File: src/rtl/rxb_pkg.sv
package rxb_pkg;

  typedef enum logic [1:0] {
    PROTO_FAST = 2'd0,
    PROTO_PROX = 2'd1,
    PROTO_RSVD = 2'd2,
    PROTO_VIC  = 2'd3
  } proto_e;

  // Minimum response time of each protocol class, in steps.
  function automatic logic [7:0] proto_preset(proto_e p);
    logic [7:0] v;
    case (p)
      PROTO_FAST: v = 8'd1;
      PROTO_PROX: v = 8'd7;
      PROTO_RSVD: v = 8'd19;
      default:    v = 8'd31;
    endcase
    return v;
  endfunction

endpackage

File: src/rtl/rxb_wait_reg.sv
module rxb_wait_reg #(
  parameter int                WAIT_W       = 8,
  parameter logic [WAIT_W-1:0] DEFAULT_WAIT = WAIT_W'(8'h1F)
) (
  input  logic              clk,
  input  logic              rst_n,
  input  logic              en,
  input  logic              wr_en,
  input  logic              wr_sel,
  input  logic [WAIT_W-1:0] wr_data,
  output logic [WAIT_W-1:0] wait_q
);
  import rxb_pkg::*;

  logic [WAIT_W-1:0] wait_d;

  always_comb begin
    wait_d = wait_q;
    if (!en) begin
      wait_d = DEFAULT_WAIT;
    end else if (wr_en) begin
      if (wr_sel) wait_d = WAIT_W'(proto_preset(proto_e'(wr_data[1:0])));
      else        wait_d = wr_data;
    end
  end

  always_ff @(posedge clk or negedge rst_n) begin
    if (!rst_n) wait_q <= DEFAULT_WAIT;
    else        wait_q <= wait_d;
  end

endmodule

File: src/rtl/rxb_prescaler.sv
module rxb_prescaler #(
  parameter int PRESCALE = 128
) (
  input  logic clk,
  input  logic rst_n,
  input  logic clr,
  input  logic run,
  input  logic carrier_en,
  output logic step_tick
);
  localparam int                PRE_W = (PRESCALE > 1) ? $clog2(PRESCALE) : 1;
  localparam logic [PRE_W-1:0]  LAST  = PRE_W'(PRESCALE - 1);

  logic [PRE_W-1:0] pre_q, pre_d;

  assign step_tick = run & ~clr & carrier_en & (pre_q == LAST);

  always_comb begin
    pre_d = pre_q;
    if (clr || !run)      pre_d = '0;
    else if (carrier_en)  pre_d = (pre_q == LAST) ? '0 : pre_q + PRE_W'(1);
  end

  always_ff @(posedge clk or negedge rst_n) begin
    if (!rst_n) pre_q <= '0;
    else        pre_q <= pre_d;
  end

endmodule

File: src/rtl/rxb_window.sv
module rxb_window #(
  parameter int WAIT_W = 8
) (
  input  logic              clk,
  input  logic              rst_n,
  input  logic              en,
  input  logic              tx_eof,
  input  logic [WAIT_W-1:0] len,
  input  logic              step_tick,
  output logic              active_q,
  output logic              done_q
);
  logic [WAIT_W-1:0] steps_q, steps_d;
  logic [WAIT_W-1:0] len_q, len_d;
  logic              active_d, done_d;

  always_comb begin
    steps_d  = steps_q;
    len_d    = len_q;
    active_d = active_q;
    done_d   = 1'b0;
    if (!en) begin
      active_d = 1'b0;
      steps_d  = '0;
    end else if (tx_eof) begin
      steps_d = '0;
      if (len == '0) begin
        active_d = 1'b0;
      end else begin
        active_d = 1'b1;
        len_d    = len;
      end
    end else if (active_q && step_tick) begin
      if (steps_q + WAIT_W'(1) == len_q) begin
        active_d = 1'b0;
        done_d   = 1'b1;
        steps_d  = '0;
      end else begin
        steps_d = steps_q + WAIT_W'(1);
      end
    end
  end

  always_ff @(posedge clk or negedge rst_n) begin
    if (!rst_n) begin
      steps_q  <= '0;
      len_q    <= '0;
      active_q <= 1'b0;
      done_q   <= 1'b0;
    end else begin
      steps_q  <= steps_d;
      len_q    <= len_d;
      active_q <= active_d;
      done_q   <= done_d;
    end
  end

endmodule

File: src/rtl/rxb_guard_timer.sv
module rxb_guard_timer #(
  parameter int                WAIT_W       = 8,
  parameter int                PRESCALE     = 128,
  parameter logic [WAIT_W-1:0] DEFAULT_WAIT = WAIT_W'(8'h1F)
) (
  input  logic              clk,
  input  logic              rst_n,
  input  logic              en,
  input  logic              carrier_en,
  input  logic              tx_eof,
  input  logic              wr_en,
  input  logic              wr_sel,
  input  logic [WAIT_W-1:0] wr_data,
  output logic              dec_rst,
  output logic [WAIT_W-1:0] wait_rd,
  output logic              window_done
);
  logic [WAIT_W-1:0] wait_q;
  logic              active_q;
  logic              step_tick;

  rxb_wait_reg #(.WAIT_W(WAIT_W), .DEFAULT_WAIT(DEFAULT_WAIT)) u_wait (
    .clk(clk), .rst_n(rst_n), .en(en), .wr_en(wr_en), .wr_sel(wr_sel),
    .wr_data(wr_data), .wait_q(wait_q)
  );

  rxb_prescaler #(.PRESCALE(PRESCALE)) u_pre (
    .clk(clk), .rst_n(rst_n), .clr(tx_eof | ~en), .run(active_q),
    .carrier_en(carrier_en), .step_tick(step_tick)
  );

  rxb_window #(.WAIT_W(WAIT_W)) u_win (
    .clk(clk), .rst_n(rst_n), .en(en), .tx_eof(tx_eof), .len(wait_q),
    .step_tick(step_tick), .active_q(active_q), .done_q(window_done)
  );

  assign dec_rst = active_q;
  assign wait_rd = wait_q;

endmodule

File: config.mk
export PLATFORM = sky130hd
export DESIGN_NAME = rxb_guard_timer
export DESIGN_NICKNAME = d
export VERILOG_FILES = /design/src/rtl/rxb_pkg.sv /design/src/rtl/rxb_wait_reg.sv /design/src/rtl/rxb_prescaler.sv /design/src/rtl/rxb_window.sv /design/src/rtl/rxb_guard_timer.sv
export SDC_FILE = /design/constraint.sdc
export NUM_CORES = 1
export LEC_CHECK = 0
export ABC_AREA = 1
export BUFFER_PORTS_ARGS = -buffer_cell sky130_fd_sc_hd__clkbuf_2
export CAP_MARGIN = 20
export CORE_ASPECT_RATIO = 0.9
export CORE_MARGIN = 4
export CORE_UTILIZATION = 30
export CTS_CLUSTER_SIZE = 8
export DETAILED_ROUTE_END_ITERATION = 7
export SYNTH_ARGS = -nofsm -noshare
export SYNTH_HDL_FRONTEND = slang
export SYNTH_SLANG_ARGS = --single-unit
File: constraint.sdc
create_clock -name clk -period 4.66 [get_ports clk]
set_input_delay 0.233 -clock clk [delete_from_list [all_inputs] [get_ports clk]]
set_output_delay 0.233 -clock clk [all_outputs]
set_load 0.02 [all_outputs]
==> impl_metrics.xml, run 1 <==
<?xml version="1.0" encoding="UTF-8"?>
<metrics>
  <group name="routing">
    <metric name="antenna_left" unit="">0</metric>
    <metric name="avgViaCountPerCell" unit="">4.630</metric>
    <metric name="wl" unit="um">3882</metric>
    <metric name="first_pass_iteration_count_of_the_detailed_router" unit="">4</metric>
    <metric name="detail_route.wl_per_cell" unit="um">11.59</metric>
    <metric name="drt_iter0_drcs" unit="">93</metric>
    <metric name="drc_errors" unit="">0</metric>
    <metric name="vias" unit="">1551</metric>
  </group>
  <group name="sta">
    <metric name="grt_setup_unrepaired" unit="">no</metric>
    <metric name="final_max_slew_viol_count" unit="">0</metric>
    <metric name="setup_viol" unit="">0</metric>
    <metric name="whs" unit="ns">0.03736</metric>
    <metric name="worst_clock_skew" unit="ns">0.003308</metric>
    <metric name="max_slew.worst_pin.slew" unit="ns">0.8451</metric>
    <metric name="post-route-period-util" unit="">0.3974</metric>
    <metric name="setup_tns" unit="ns">0</metric>
    <metric name="clock.fmax" unit="GHz">0.5400</metric>
    <metric name="finalHoldViolations" unit="">0</metric>
    <metric name="min_period" unit="ns">1.852</metric>
    <metric name="maxSlewHeadroom" unit="">0.4366</metric>
  </group>
  <group name="power_and_ir_drop">
    <metric name="power.leakage" unit="uW">0.001073</metric>
    <metric name="total_power" unit="uW">653.3</metric>
    <metric name="ir_worst_vdd" unit="uV">141.8</metric>
    <metric name="cellPowerDensity" unit="nW/um^2">301.4</metric>
  </group>
  <group name="critical_path">
    <metric name="worstPathArrival" unit="ns">2.03</metric>
    <metric name="critical_path.n_buffers_inverters" unit="">1</metric>
    <metric name="critPathSlowestCell" unit="">dfrtp_1</metric>
    <metric name="critical_path.most_common_cell" unit="">nand2_1</metric>
    <metric name="crit_path_class" unit="">flop to flop</metric>
    <metric name="worst-endpoint-required" unit="ns">4.84</metric>
    <metric name="start_kind" unit="">flop</metric>
    <metric name="critical_path.top_delay_family" unit="">simple AND/OR/NAND/NOR gates</metric>
    <metric name="critical_path.cell_chain" unit="">ha_1 -&gt; nand2_2 -&gt; inv_1 -&gt; nor2_1 -&gt; nand2_1 -&gt; nand2_1 -&gt; nand3_1 -&gt; nor2_1 -&gt; nand3_2 -&gt; nand2_4 -&gt; nand2_2 -&gt; nand2_1 -&gt; nand2_1</metric>
    <metric name="cp_max_fo" unit="">7</metric>
    <metric name="critical_path.max_stage_delay" unit="ns">0.44</metric>
    <metric name="critical_path_sink_type" unit="">flop</metric>
  </group>
  <group name="hold_path">
    <metric name="worst_hold_path_type" unit="">input port to asynchronous set/reset pin</metric>
  </group>
  <group name="global_route">
    <metric name="grt.total_usage" unit="">0.1186</metric>
    <metric name="grt_overflow" unit="">0</metric>
    <metric name="first_global_vias" unit="">1581</metric>
    <metric name="maximum_number_of_pins_on_one_net_before_global_route_repair" unit="">34</metric>
    <metric name="grt_antenna_before_repair" unit="">0</metric>
    <metric name="wire_length_of_the_first_global_routing_pass" unit="um">7113</metric>
  </group>
  <group name="layout">
    <metric name="final-seq-area" unit="um^2">832.0</metric>
    <metric name="finish.instance_area" unit="um^2">2167</metric>
    <metric name="area_growth" unit="%">17.03</metric>
    <metric name="final_util" unit="">0.3722</metric>
    <metric name="multiInputGateArea" unit="um^2">828.3</metric>
    <metric name="total_inserted_antenna_cells" unit="">0</metric>
    <metric name="drive_above_1_share" unit="">0.2189</metric>
    <metric name="finish.net_count" unit="">281</metric>
    <metric name="fill_cells" unit="">614</metric>
  </group>
  <group name="placement">
    <metric name="gp_congestion" unit="">0.8810</metric>
    <metric name="dp_hpwl" unit="um">3004</metric>
    <metric name="numPortBuffers" unit="">24</metric>
    <metric name="placed_area" unit="um^2">2044</metric>
  </group>
  <group name="synth">
    <metric name="synthesis.nets" unit="">251</metric>
    <metric name="ys_seq_elements" unit="">33</metric>
    <metric name="synth.yosys.warnings" unit="">0</metric>
    <metric name="post_syn_area" unit="um^2">1852</metric>
    <metric name="seq_area_frac_synth" unit="">0.4493</metric>
    <metric name="postSynthCellCount" unit="">234</metric>
    <metric name="synth_area_per_cell" unit="um^2">7.914</metric>
    <metric name="yosysUniqueCellTypes" unit="">30</metric>
  </group>
  <group name="clock_tree">
    <metric name="cts-resized-gates" unit="">0</metric>
    <metric name="hold_buffers" unit="">0</metric>
    <metric name="cts_sinks" unit="">33</metric>
    <metric name="clkTransAtPathRegs" unit="ns">0.07</metric>
    <metric name="clock-root-buffer" unit="">clkbuf_8</metric>
    <metric name="cts_made_buffers" unit="">5</metric>
    <metric name="worst_skew_pair.late_latency" unit="ns">0.29</metric>
    <metric name="cts_max_level" unit="">2</metric>
    <metric name="cts.repair_timing.setup_buffer_count" unit="">0</metric>
    <metric name="max_clock_buf_depth" unit="">2</metric>
    <metric name="tritoncts" unit="">yes</metric>
  </group>
  <group name="flow_run">
    <metric name="timing.max_cap.violations" unit="">0</metric>
  </group>
  <group name="die">
    <metric name="die_area" unit="um^2">7495</metric>
    <metric name="core_region" unit="um^2">5823</metric>
    <metric name="io_pins" unit="">25</metric>
    <metric name="floorplan.die.height" unit="um">82.54</metric>
    <metric name="chipWidth" unit="um">90.82</metric>
    <metric name="row_count" unit="">26</metric>
    <metric name="starting_density" unit="">0.3180</metric>
  </group>
  <group name="outcome">
    <metric name="run_status" unit="">finished, final reports clean</metric>
  </group>
</metrics>
==> cell type report <==
class | instances | area share
Tap cell | 70 | 0.04042
Multi-Input combinational cell | 152 | 0.3822
Clock inverter | 3 | 0.02136
Clock buffer | 5 | 0.03176
Inverter | 47 | 0.08141
Sequential cell | 33 | 0.3839
Timing Repair Buffer | 25 | 0.05889
==> Yosys cell counts <==
library cell,count,area share
a21oi_1,3,0.0081
a22o_1,2,0.0095
and2_1,1,0.0034
buf_6,1,0.0061
clkbuf_1,1,0.0020
dfrtp_1,28,0.38
dfstp_2,5,0.071
ha_1,2,0.014
inv_1,46,0.093
inv_2,1,0.0020
nand2_1,46,0.093
nand2_2,7,0.024
nand2_4,1,0.0061
nand3_1,25,0.068
nand3_2,3,0.016
nand3b_2,1,0.0061
nand4_1,6,0.020
nor2_1,13,0.026
nor2_2,3,0.010
nor2_4,3,0.018
nor3_1,1,0.0027
nor4_1,1,0.0034
o211ai_1,1,0.0041
o21ai_0,13,0.035
o21bai_1,1,0.0041
o22ai_1,12,0.041
o22ai_2,1,0.0068
o32ai_1,1,0.0047
xnor2_1,2,0.0095
xor2_1,3,0.014
==> layout by cell type, fill, tap and decap left out, types with 2 or more instances in the layout <==
cell type / n
nor2_2: 3
dfrtp_1: 28
o22ai_1: 12
nand3_2: 3
clkbuf_2: 24
nand4_1: 6
inv_1: 46
dfstp_2: 5
nor2_4: 3
clkbuf_8: 5
nand3_1: 25
nand2_2: 7
o21ai_0: 13
nand2_1: 46
a21oi_1: 3
xor2_1: 3
nor2_1: 13
ha_1: 2
a22o_1: 2
xnor2_1: 2
==> per-layer routing <==
metal	GRT usage	wire length [um]	share of wire	vias up
li1	-	-	-	823
met1	0.1493	1930	0.50	688
met2	0.1984	1717	0.44	33
met3	0.02627	175	0.045	7
met4	0.05271	58	0.015	0
met5	0	0	0	-
==> per-stage QoR <==
| step | std cells | setup WS (ns) |
|---|---|---|
| global route | 335 | 2.667 |
| CTS | 334 | 2.776 |
| global placement | 326 | 2.834 |
| finish | 335 | 2.808 |
| floorplan | 234 | 2.976 |
| detailed placement | 326 | 2.782 |
==> cell families after synthesis <==
logic type      Yosys count  share of synthesized area
flops                    33                     0.4493
simple gates            111                     0.2973
buf+inv                  49                     0.1034
xor+xnor                  5                    0.02365
compound gates           34                     0.1128
fa+ha+maj                 2                    0.01351
==> worst paths after layout <==
check / slack, ns / end / cells past startpoint / from
worst min-delay path: 0.04 / u_win.steps_q[2]$_DFFE_PN0P_ / 1 / rst_n
max in group asynchronous: 4.09 / u_win.done_q$_DFF_PN0_ / 1 / rst_n
worst max-delay path: 2.81 / u_win.active_q$_DFFE_PN0P_ / 13 / u_win.steps_q[0]$_DFFE_PN0P_
min in group clk: 0.17 / u_wait.wait_q[6]$_DFFE_PN0P_ / 3 / wr_data[6]
worst min register to register: 0.50 / u_win.len_q[3]$_DFFE_PN0P_ / 2 / u_win.len_q[3]$_DFFE_PN0P_
worst max register to register: 2.81 / u_win.active_q$_DFFE_PN0P_ / 13 / u_win.steps_q[0]$_DFFE_PN0P_
==> worst reg2reg max path, stage by stage (launching register included) <==
cell	delay [ns]
dfrtp_1	0.44
ha_1	0.27
nand2_2	0.11
inv_1	0.05
nor2_1	0.11
nand2_1	0.06
nand2_1	0.05
nand3_1	0.06
nor2_1	0.16
nand3_2	0.14
nand2_4	0.13
nand2_2	0.05
nand2_1	0.06
nand2_1	0.04
==> registers in the layout, summed over array words and instances, names as in the netlist <==
| signal | cells |
|---|---|
| u_wait.wait_q | 8 |
| u_win.len_q | 8 |
| u_win.steps_q | 8 |
| u_pre.pre_q | 7 |
| u_win.active_q | 1 |
| u_win.done_q | 1 |
==> report_power, final <==
| group | internal (uW) | switching, uW |
|---|---|---|
| Sequential | 301 | 9.99 |
| Combinational | 24.8 | 44.1 |
| Clock | 160 | 114 |
| Total | 486 | 168 |
Power figures use the tool's default switching activity.
==> run 2, diff against run 1 <==
Clock period 4.66 ns to 1.79 ns, I/O delays scaled along.
==> run 2 against run 1 <==
  * Routed wire length up 6.1%
  * Sequential cell count unchanged
  * Clock power up 100%
  * Clock skew about the same
  * Worst setup slack worse by 2.7 ns
  * Combinational power rose to 3.0 times the previous value
  * Fmax up 7.4%
  * Via count up 6.4%
==> impl_metrics.xml, run 2 (same netlist as run 1, synthesis figures left out) <==
<?xml version="1.0" encoding="UTF-8"?>
<metrics>
  <group name="placement">
    <metric name="dp.cells" unit="">331</metric>
    <metric name="numPortBuffers" unit="">24</metric>
    <metric name="dp_hpwl" unit="um">3059</metric>
    <metric name="placed_area" unit="um^2">2082</metric>
    <metric name="gp_congestion" unit="">0.8174</metric>
    <metric name="post-place-ws" unit="ns">0.01541</metric>
  </group>
  <group name="critical_path">
    <metric name="critical_path_sink_type" unit="">flop</metric>
    <metric name="worst-endpoint-required" unit="ns">1.97</metric>
    <metric name="start_kind" unit="">flop</metric>
    <metric name="cp_max_fo" unit="">7</metric>
    <metric name="rrSetupSlack" unit="ns">0.07</metric>
    <metric name="worstPathArrival" unit="ns">1.91</metric>
    <metric name="crit_path_class" unit="">flop to flop</metric>
  </group>
  <group name="clock_tree">
    <metric name="clock-root-buffer" unit="">clkbuf_8</metric>
    <metric name="tritoncts" unit="">yes</metric>
    <metric name="cts_sinks" unit="">33</metric>
    <metric name="cts_made_buffers" unit="">5</metric>
    <metric name="cts_max_level" unit="">2</metric>
    <metric name="max_clock_buf_depth" unit="">2</metric>
    <metric name="worst_skew_pair.late_latency" unit="ns">0.29</metric>
    <metric name="clkTransAtPathRegs" unit="ns">0.07</metric>
  </group>
  <group name="routing">
    <metric name="detail_route.wl_per_cell" unit="um">11.87</metric>
    <metric name="wl" unit="um">4120</metric>
    <metric name="drt_iter0_drcs" unit="">43</metric>
    <metric name="first_pass_iteration_count_of_the_detailed_router" unit="">4</metric>
    <metric name="vias" unit="">1650</metric>
    <metric name="avgViaCountPerCell" unit="">4.755</metric>
    <metric name="antenna_left" unit="">0</metric>
    <metric name="drc_errors" unit="">0</metric>
  </group>
  <group name="global_route">
    <metric name="grt_antenna_before_repair" unit="">0</metric>
    <metric name="grt.total_usage" unit="">0.1151</metric>
    <metric name="first_global_vias" unit="">1535</metric>
    <metric name="wire_length_of_the_first_global_routing_pass" unit="um">6858</metric>
    <metric name="grt_overflow" unit="">0</metric>
    <metric name="maximum_number_of_pins_on_one_net_before_global_route_repair" unit="">23</metric>
  </group>
  <group name="hold_path">
    <metric name="worst_hold_path_type" unit="">input port to flop</metric>
  </group>
  <group name="die">
    <metric name="floorplan.die.height" unit="um">82.54</metric>
    <metric name="row_count" unit="">26</metric>
    <metric name="chipWidth" unit="um">90.82</metric>
    <metric name="io_pins" unit="">25</metric>
    <metric name="core_region" unit="um^2">5823</metric>
    <metric name="starting_density" unit="">0.3180</metric>
    <metric name="die_area" unit="um^2">7495</metric>
  </group>
  <group name="power_and_ir_drop">
    <metric name="power_switching_share" unit="">0.2788</metric>
    <metric name="power.leakage" unit="uW">0.001153</metric>
    <metric name="power.combinational.fraction" unit="">0.130</metric>
    <metric name="power.internal" unit="uW">1129</metric>
    <metric name="p_sw" unit="uW">436.4</metric>
    <metric name="power_frac_seq" unit="">0.516</metric>
    <metric name="p_clk_frac" unit="">0.354</metric>
    <metric name="cellPowerDensity" unit="nW/um^2">668.0</metric>
    <metric name="ir_worst_vdd" unit="uV">378.6</metric>
  </group>
  <group name="layout">
    <metric name="finish.instance_area" unit="um^2">2344</metric>
    <metric name="area_growth" unit="%">26.55</metric>
    <metric name="finish.cell_count_without_fillers" unit="">347</metric>
    <metric name="drive_above_1_share" unit="">0.3177</metric>
    <metric name="finish.net_count" unit="">293</metric>
    <metric name="total_inserted_antenna_cells" unit="">0</metric>
    <metric name="layout_top_registers" unit="">u_wait.wait_q: 8 flops, u_win.len_q: 8 flops, u_win.steps_q: 8 flops</metric>
    <metric name="leading_cell_type_in_the_layout_fill_and_taps_excluded" unit="">inv_1</metric>
    <metric name="leading_cell_types_in_the_layout_fill_and_taps_excluded" unit="">inv_1, nand2_1, dfrtp_1</metric>
    <metric name="final_util" unit="">0.4025</metric>
    <metric name="fill_cells" unit="">610</metric>
  </group>
  <group name="sta">
    <metric name="finalWorstSetupSlack" unit="ns">0.06508</metric>
    <metric name="worst_clock_skew" unit="ns">0.003548</metric>
    <metric name="finalHoldViolations" unit="">0</metric>
    <metric name="grt_setup_unrepaired" unit="">yes</metric>
    <metric name="final_max_slew_viol_count" unit="">0</metric>
    <metric name="clock.fmax" unit="GHz">0.5797</metric>
    <metric name="setup_viol" unit="">0</metric>
    <metric name="maxSlewHeadroom" unit="">0.7433</metric>
    <metric name="post-route-period-util" unit="">0.9636</metric>
    <metric name="min_period" unit="ns">1.725</metric>
    <metric name="max_slew.worst_pin.slew" unit="ns">0.3836</metric>
    <metric name="setup_tns" unit="ns">0</metric>
  </group>
  <group name="outcome">
    <metric name="run_status" unit="">finished, final reports clean</metric>
  </group>
  <group name="flow_run">
    <metric name="timing.max_cap.violations" unit="">0</metric>
  </group>
</metrics>
run 2: cell types whose count changed in the layout (fill, tap and decap cells not counted), moves of 3 or more:
cell     delta
nand2_4     +3
nand2_1     -3
buf_4      +10
nand3_2    +11
nand3_1    -11
nor2_1      -3
run 2: final timing paths:
check,startpoint,endpoint,cells past startpoint
min,wr_data[7],u_wait.wait_q[7]$_DFFE_PN0P_,3
max reg2reg,u_win.steps_q[1]$_DFFE_PN0P_,u_win.active_q$_DFFE_PN0P_,10
min reg2reg,u_win.len_q[3]$_DFFE_PN0P_,u_win.len_q[3]$_DFFE_PN0P_,2
max in group asynchronous,rst_n,u_wait.wait_q[1]$_DFFE_PN1P_,3
max,u_win.steps_q[1]$_DFFE_PN0P_,u_win.active_q$_DFFE_PN0P_,10
min in group asynchronous,rst_n,u_win.steps_q[2]$_DFFE_PN0P_,2
run 2: what timing repair did:
| action | 4_1_cts | 5_1_grt |
|---|---|---|
| setup endpoints to repair | 0 | 10 |
| hold buffers | 1 | 0 |
| resized for setup | 0 | 25 |
| hold endpoints to repair | 11 | 0 |
| buffers inserted | 0 | 7 |
run 2: final cells by class:
type / count / area, um^2 / area share
multi-input cells: 152 / 937.1 / 0.3999
flip-flops and latches: 33 / 832.0 / 0.3550
repair buffers: 37 / 224.0 / 0.09557
inverters: 47 / 176.4 / 0.07528
well taps: 70 / 87.58 / 0.03737
clock buffers: 5 / 68.82 / 0.02936
clock inverters: 3 / 17.52 / 0.007475
run 2: metrics by stage:
stage	hold slack [ns]	total power, uW
3_3_place_gp	0.01645	1006
4_1_cts	0.02293	1578
5_1_grt	0.02349	1659
3_5_place_dp	0.01033	1007
2_1_floorplan	-0.2061	932.5
6_report	0.03154	1566
run 2: routing by layer:
layer  up-vias  global-route usage  part of all wire
li1        842                   -                 -
met1       769              0.1487              0.50
met2        31              0.1828              0.44
met3         8             0.02899             0.038
met4         0             0.05422             0.018
met5         -                   0                 0
run 2: power by group through the flow:
stage / Sequential, uW / Combinational, uW / Clock, uW
finish: 808 / 204 / 554
global route: 812 / 231 / 616
CTS: 806 / 189 / 582
detailed placement: 820 / 187 / 0
global placement: 821 / 185 / 0
floorplan: 830 / 102 / 0
run 2: critical path, cell delays in order, from the launching register on:
cell     delay [ns]
dfrtp_1        0.42
ha_4           0.27
xor2_1         0.15
nor2_1         0.15
nand3_2        0.11
nor2_4         0.12
nand3_2        0.11
nand2_4        0.13
nand2_2        0.06
nand2_2        0.05
nand2_1        0.04
==> run 3, diff against run 2 <==
Settings changed: ABC_AREA 1 to not set.
Clock period 1.79 ns to 2.05 ns, I/O delays scaled along.
==> run 3 against run 2 <==
  * The run now ends with negative setup slack left
  * Sequential power decreased by 13%
  * Register-to-register slack lost 0.08 ns
  * First-iteration DRC count increased by 140%
  * Routed wire length increased by 4.2%
  * Synthesized cell count shrank 17%
  * Clock skew rose by 0.0033 ns
  * Sequential cell count is the same
  * Non-clock buffer count fell by 1
  * Count of clock-buffer cells in the layout is 3 higher
  * Die area increased by 0.73%
  * Critical path depth is 2 lower
==> impl_metrics.xml, run 3 <==
<?xml version="1.0" encoding="UTF-8"?>
<metrics>
  <group name="outcome">
    <metric name="run_status" unit="">finished with violations</metric>
    <metric name="failed_checks" unit="">negative setup slack</metric>
  </group>
  <group name="routing">
    <metric name="wl" unit="um">4293</metric>
    <metric name="avgViaCountPerCell" unit="">5.228</metric>
    <metric name="antenna_left" unit="">0</metric>
    <metric name="drc_errors" unit="">0</metric>
    <metric name="detail_route.wl_per_cell" unit="um">14.41</metric>
    <metric name="vias" unit="">1558</metric>
    <metric name="drt_iter0_drcs" unit="">104</metric>
    <metric name="first_pass_iteration_count_of_the_detailed_router" unit="">4</metric>
  </group>
  <group name="synth">
    <metric name="postSynthCellCount" unit="">194</metric>
    <metric name="seq_area_frac_synth" unit="">0.4457</metric>
    <metric name="ys_seq_elements" unit="">33</metric>
    <metric name="synth_area_per_cell" unit="um^2">9.623</metric>
    <metric name="yosysUniqueCellTypes" unit="">46</metric>
    <metric name="synth_area_leader_cell" unit="">dfrtp_1</metric>
    <metric name="postSynth.topFlopCell" unit="">dfrtp_1</metric>
    <metric name="synth_largest_type_area_fraction" unit="">0.3753</metric>
    <metric name="synth_enable_flop_cells" unit="">0</metric>
    <metric name="post_syn_area" unit="um^2">1867</metric>
    <metric name="synth.yosys.warnings" unit="">0</metric>
    <metric name="synthMostInstantiatedCell" unit="">dfrtp_1</metric>
    <metric name="ys_top_cells_by_area" unit="">dfrtp_1, dfstp_2, mux2_2, nand2_1, nand3_1</metric>
    <metric name="synth_async_sr_flop_share" unit="">1.000</metric>
    <metric name="synthesis.nets" unit="">211</metric>
    <metric name="synthTopCellsByCount" unit="">dfrtp_1, nand2_1, nor2_1</metric>
  </group>
  <group name="clock_tree">
    <metric name="tritoncts" unit="">yes</metric>
    <metric name="clock-root-buffer" unit="">clkbuf_8</metric>
    <metric name="cts_made_buffers" unit="">5</metric>
    <metric name="worst_skew_pair.late_latency" unit="ns">0.28</metric>
    <metric name="clkTransAtPathRegs" unit="ns">0.07</metric>
    <metric name="cts_max_level" unit="">2</metric>
    <metric name="cts_sinks" unit="">33</metric>
    <metric name="max_clock_buf_depth" unit="">2</metric>
  </group>
  <group name="critical_path">
    <metric name="crit_path_class" unit="">flop to flop</metric>
    <metric name="start_kind" unit="">flop</metric>
    <metric name="ff2ff_path_depth" unit="">8</metric>
    <metric name="critical_path_sink_type" unit="">flop</metric>
    <metric name="worstPathArrival" unit="ns">2.24</metric>
    <metric name="critical_path_depth" unit="">8</metric>
    <metric name="timing.critical_path.to" unit="">u_win.steps_q[2]$_DFFE_PN0P_</metric>
    <metric name="critPathSlowestCell" unit="">dfrtp_1</metric>
    <metric name="critical_path.cell_chain" unit="">ha_4 -&gt; and4bb_1 -&gt; a211oi_2 -&gt; o2bb2ai_2 -&gt; nor4_4 -&gt; buf_6 -&gt; nor2_4 -&gt; a221o_1</metric>
    <metric name="worst-endpoint-required" unit="ns">2.22</metric>
    <metric name="critical_path.n_buffers_inverters" unit="">1</metric>
    <metric name="rrSetupSlack" unit="ns">-0.02</metric>
    <metric name="critical_path.max_stage_delay" unit="ns">0.41</metric>
    <metric name="cp_max_fo" unit="">7</metric>
    <metric name="cp-startpoint" unit="">u_win.steps_q[0]$_DFFE_PN0P_</metric>
    <metric name="critical_path.top_delay_family" unit="">compound AO/OA/AOI/OAI gates</metric>
    <metric name="worst_r2r_endpoint" unit="">u_win.steps_q[2]$_DFFE_PN0P_</metric>
    <metric name="worst_r2r_startpoint" unit="">u_win.steps_q[0]$_DFFE_PN0P_</metric>
  </group>
  <group name="sta">
    <metric name="maxSlewHeadroom" unit="">0.4551</metric>
    <metric name="min_period" unit="ns">2.068</metric>
    <metric name="setup_viol" unit="">4</metric>
    <metric name="finalHoldViolations" unit="">0</metric>
    <metric name="final_max_slew_viol_count" unit="">0</metric>
    <metric name="post-route-period-util" unit="">1.009</metric>
    <metric name="grt_setup_unrepaired" unit="">yes</metric>
    <metric name="worst_clock_skew" unit="ns">0.006897</metric>
    <metric name="clock.fmax" unit="GHz">0.4836</metric>
    <metric name="finalWorstSetupSlack" unit="ns">-0.01776</metric>
    <metric name="max_slew.worst_pin.slew" unit="ns">0.8173</metric>
  </group>
  <group name="layout">
    <metric name="leading_cell_type_in_the_layout_fill_and_taps_excluded" unit="">dfrtp_1</metric>
    <metric name="drive_above_1_share" unit="">0.2982</metric>
    <metric name="leading_cell_types_in_the_layout_fill_and_taps_excluded" unit="">dfrtp_1, clkbuf_2, nand2_1</metric>
    <metric name="fill_cells" unit="">592</metric>
    <metric name="area_growth" unit="%">20.38</metric>
    <metric name="total_inserted_antenna_cells" unit="">0</metric>
    <metric name="layout_top_registers" unit="">u_wait.wait_q: 8 flops, u_win.len_q: 8 flops, u_win.steps_q: 8 flops</metric>
    <metric name="finish.net_count" unit="">244</metric>
  </group>
  <group name="die">
    <metric name="chipWidth" unit="um">91.15</metric>
    <metric name="floorplan.die.height" unit="um">82.84</metric>
    <metric name="core_region" unit="um^2">5856</metric>
    <metric name="io_pins" unit="">25</metric>
    <metric name="die_area" unit="um^2">7550</metric>
    <metric name="starting_density" unit="">0.3188</metric>
    <metric name="row_count" unit="">26</metric>
  </group>
  <group name="global_route">
    <metric name="grt_overflow" unit="">0</metric>
    <metric name="wire_length_of_the_first_global_routing_pass" unit="um">7231</metric>
    <metric name="first_global_vias" unit="">1554</metric>
    <metric name="maximum_number_of_pins_on_one_net_before_global_route_repair" unit="">34</metric>
    <metric name="grt_antenna_before_repair" unit="">0</metric>
    <metric name="grt.total_usage" unit="">0.1166</metric>
  </group>
  <group name="placement">
    <metric name="gp_congestion" unit="">0.8740</metric>
    <metric name="numPortBuffers" unit="">24</metric>
    <metric name="dp_hpwl" unit="um">3071</metric>
    <metric name="post-place-ws" unit="ns">-0.05734</metric>
  </group>
  <group name="power_and_ir_drop">
    <metric name="cellPowerDensity" unit="nW/um^2">593.9</metric>
    <metric name="ir_worst_vdd" unit="uV">305.5</metric>
    <metric name="power.leakage" unit="uW">0.0009505</metric>
    <metric name="total_power" unit="uW">1335</metric>
  </group>
  <group name="hold_path">
    <metric name="worst_hold_path_type" unit="">input port to flop</metric>
  </group>
  <group name="flow_run">
    <metric name="timing.max_cap.violations" unit="">0</metric>
  </group>
</metrics>
==> run 3: final cells by class <==
cell class | instances | area [um^2] | area share
multi-input cells | 150 | 1025 | 0.4560
flip-flops and latches | 33 | 834.6 | 0.3714
repair buffers | 36 | 216.5 | 0.09633
well taps | 70 | 87.58 | 0.03898
clock buffers | 8 | 80.08 | 0.03563
inverters | 1 | 3.754 | 0.001670
==> run 3: kinds of logic after synthesis <==
group / synth area share
AOI/OAI and AO/OA: 0.1461
muxes: 0.07038
and+or+nand+nor: 0.2587
buffers and inverters: 0.02814
adders and majority gates: 0.01340
xor gates and xnor gates: 0.03753
DFF: 0.4457
==> run 3: worst min-delay path by stage <==
stage / start / endpoint / slack, ns / cells past startpoint
floorplan: rst_n / u_pre.pre_q[0]$_DFFE_PN0P_ / -0.19 / 0
global placement: rst_n / u_win.len_q[3]$_DFFE_PN0P_ / 0.25 / 1
detailed placement: rst_n / u_win.len_q[2]$_DFFE_PN0P_ / 0.25 / 1
CTS: wr_data[6] / u_wait.wait_q[6]$_DFFE_PN0P_ / 0.07 / 3
global route: wr_data[6] / u_wait.wait_q[6]$_DFFE_PN0P_ / 0.07 / 3
finish: wr_data[6] / u_wait.wait_q[6]$_DFFE_PN0P_ / 0.07 / 3
==> run 3: worst min-delay path, stage by stage <==
cell,delay (ns)
clkbuf_2,0.08
nand3b_1,0.06
a21boi_0,0.07
==> run 3: timing repair <==
item                                    in CTS  in global routing
gates cloned                                 0                  0
hold buffers                                 1                  0
endpoints found under the hold margin       28                  0
buffers inserted                             0                  1
gates resized for setup                      3                  9
endpoints found under the setup margin       7                 17
pin swaps                                    3                 10
==> run 3: layer usage <==
layer  up-vias  track usage  routed length [um]
li1        773            -                   -
met1       765       0.1450                2010
met2        15       0.1965                2123
met3         5      0.01627                  93
met4         0      0.05890                  65
met5         -            0                   0
==> run 3: per-stage QoR <==
stage                       util  hold slack, ns  cell area (um^2)  instances  setup TNS (ns)
after global placement    0.3596          0.2540              2106        288         -0.3083
after detailed placement  0.3596          0.2472              2106        288         -0.2167
final                     0.3838         0.06931              2247        298        -0.03809
after CTS                 0.3756         0.06582              2200        297               0
after global routing      0.3838         0.06806              2247        298         -0.3660
after floorplan                -         -0.1931              1872        194               0
==> run 3: report_power, final <==
group / internal (uW) / switching [uW]
clock: 241 / 221
sequential: 681 / 23.4
combinational: 71.2 / 97.3
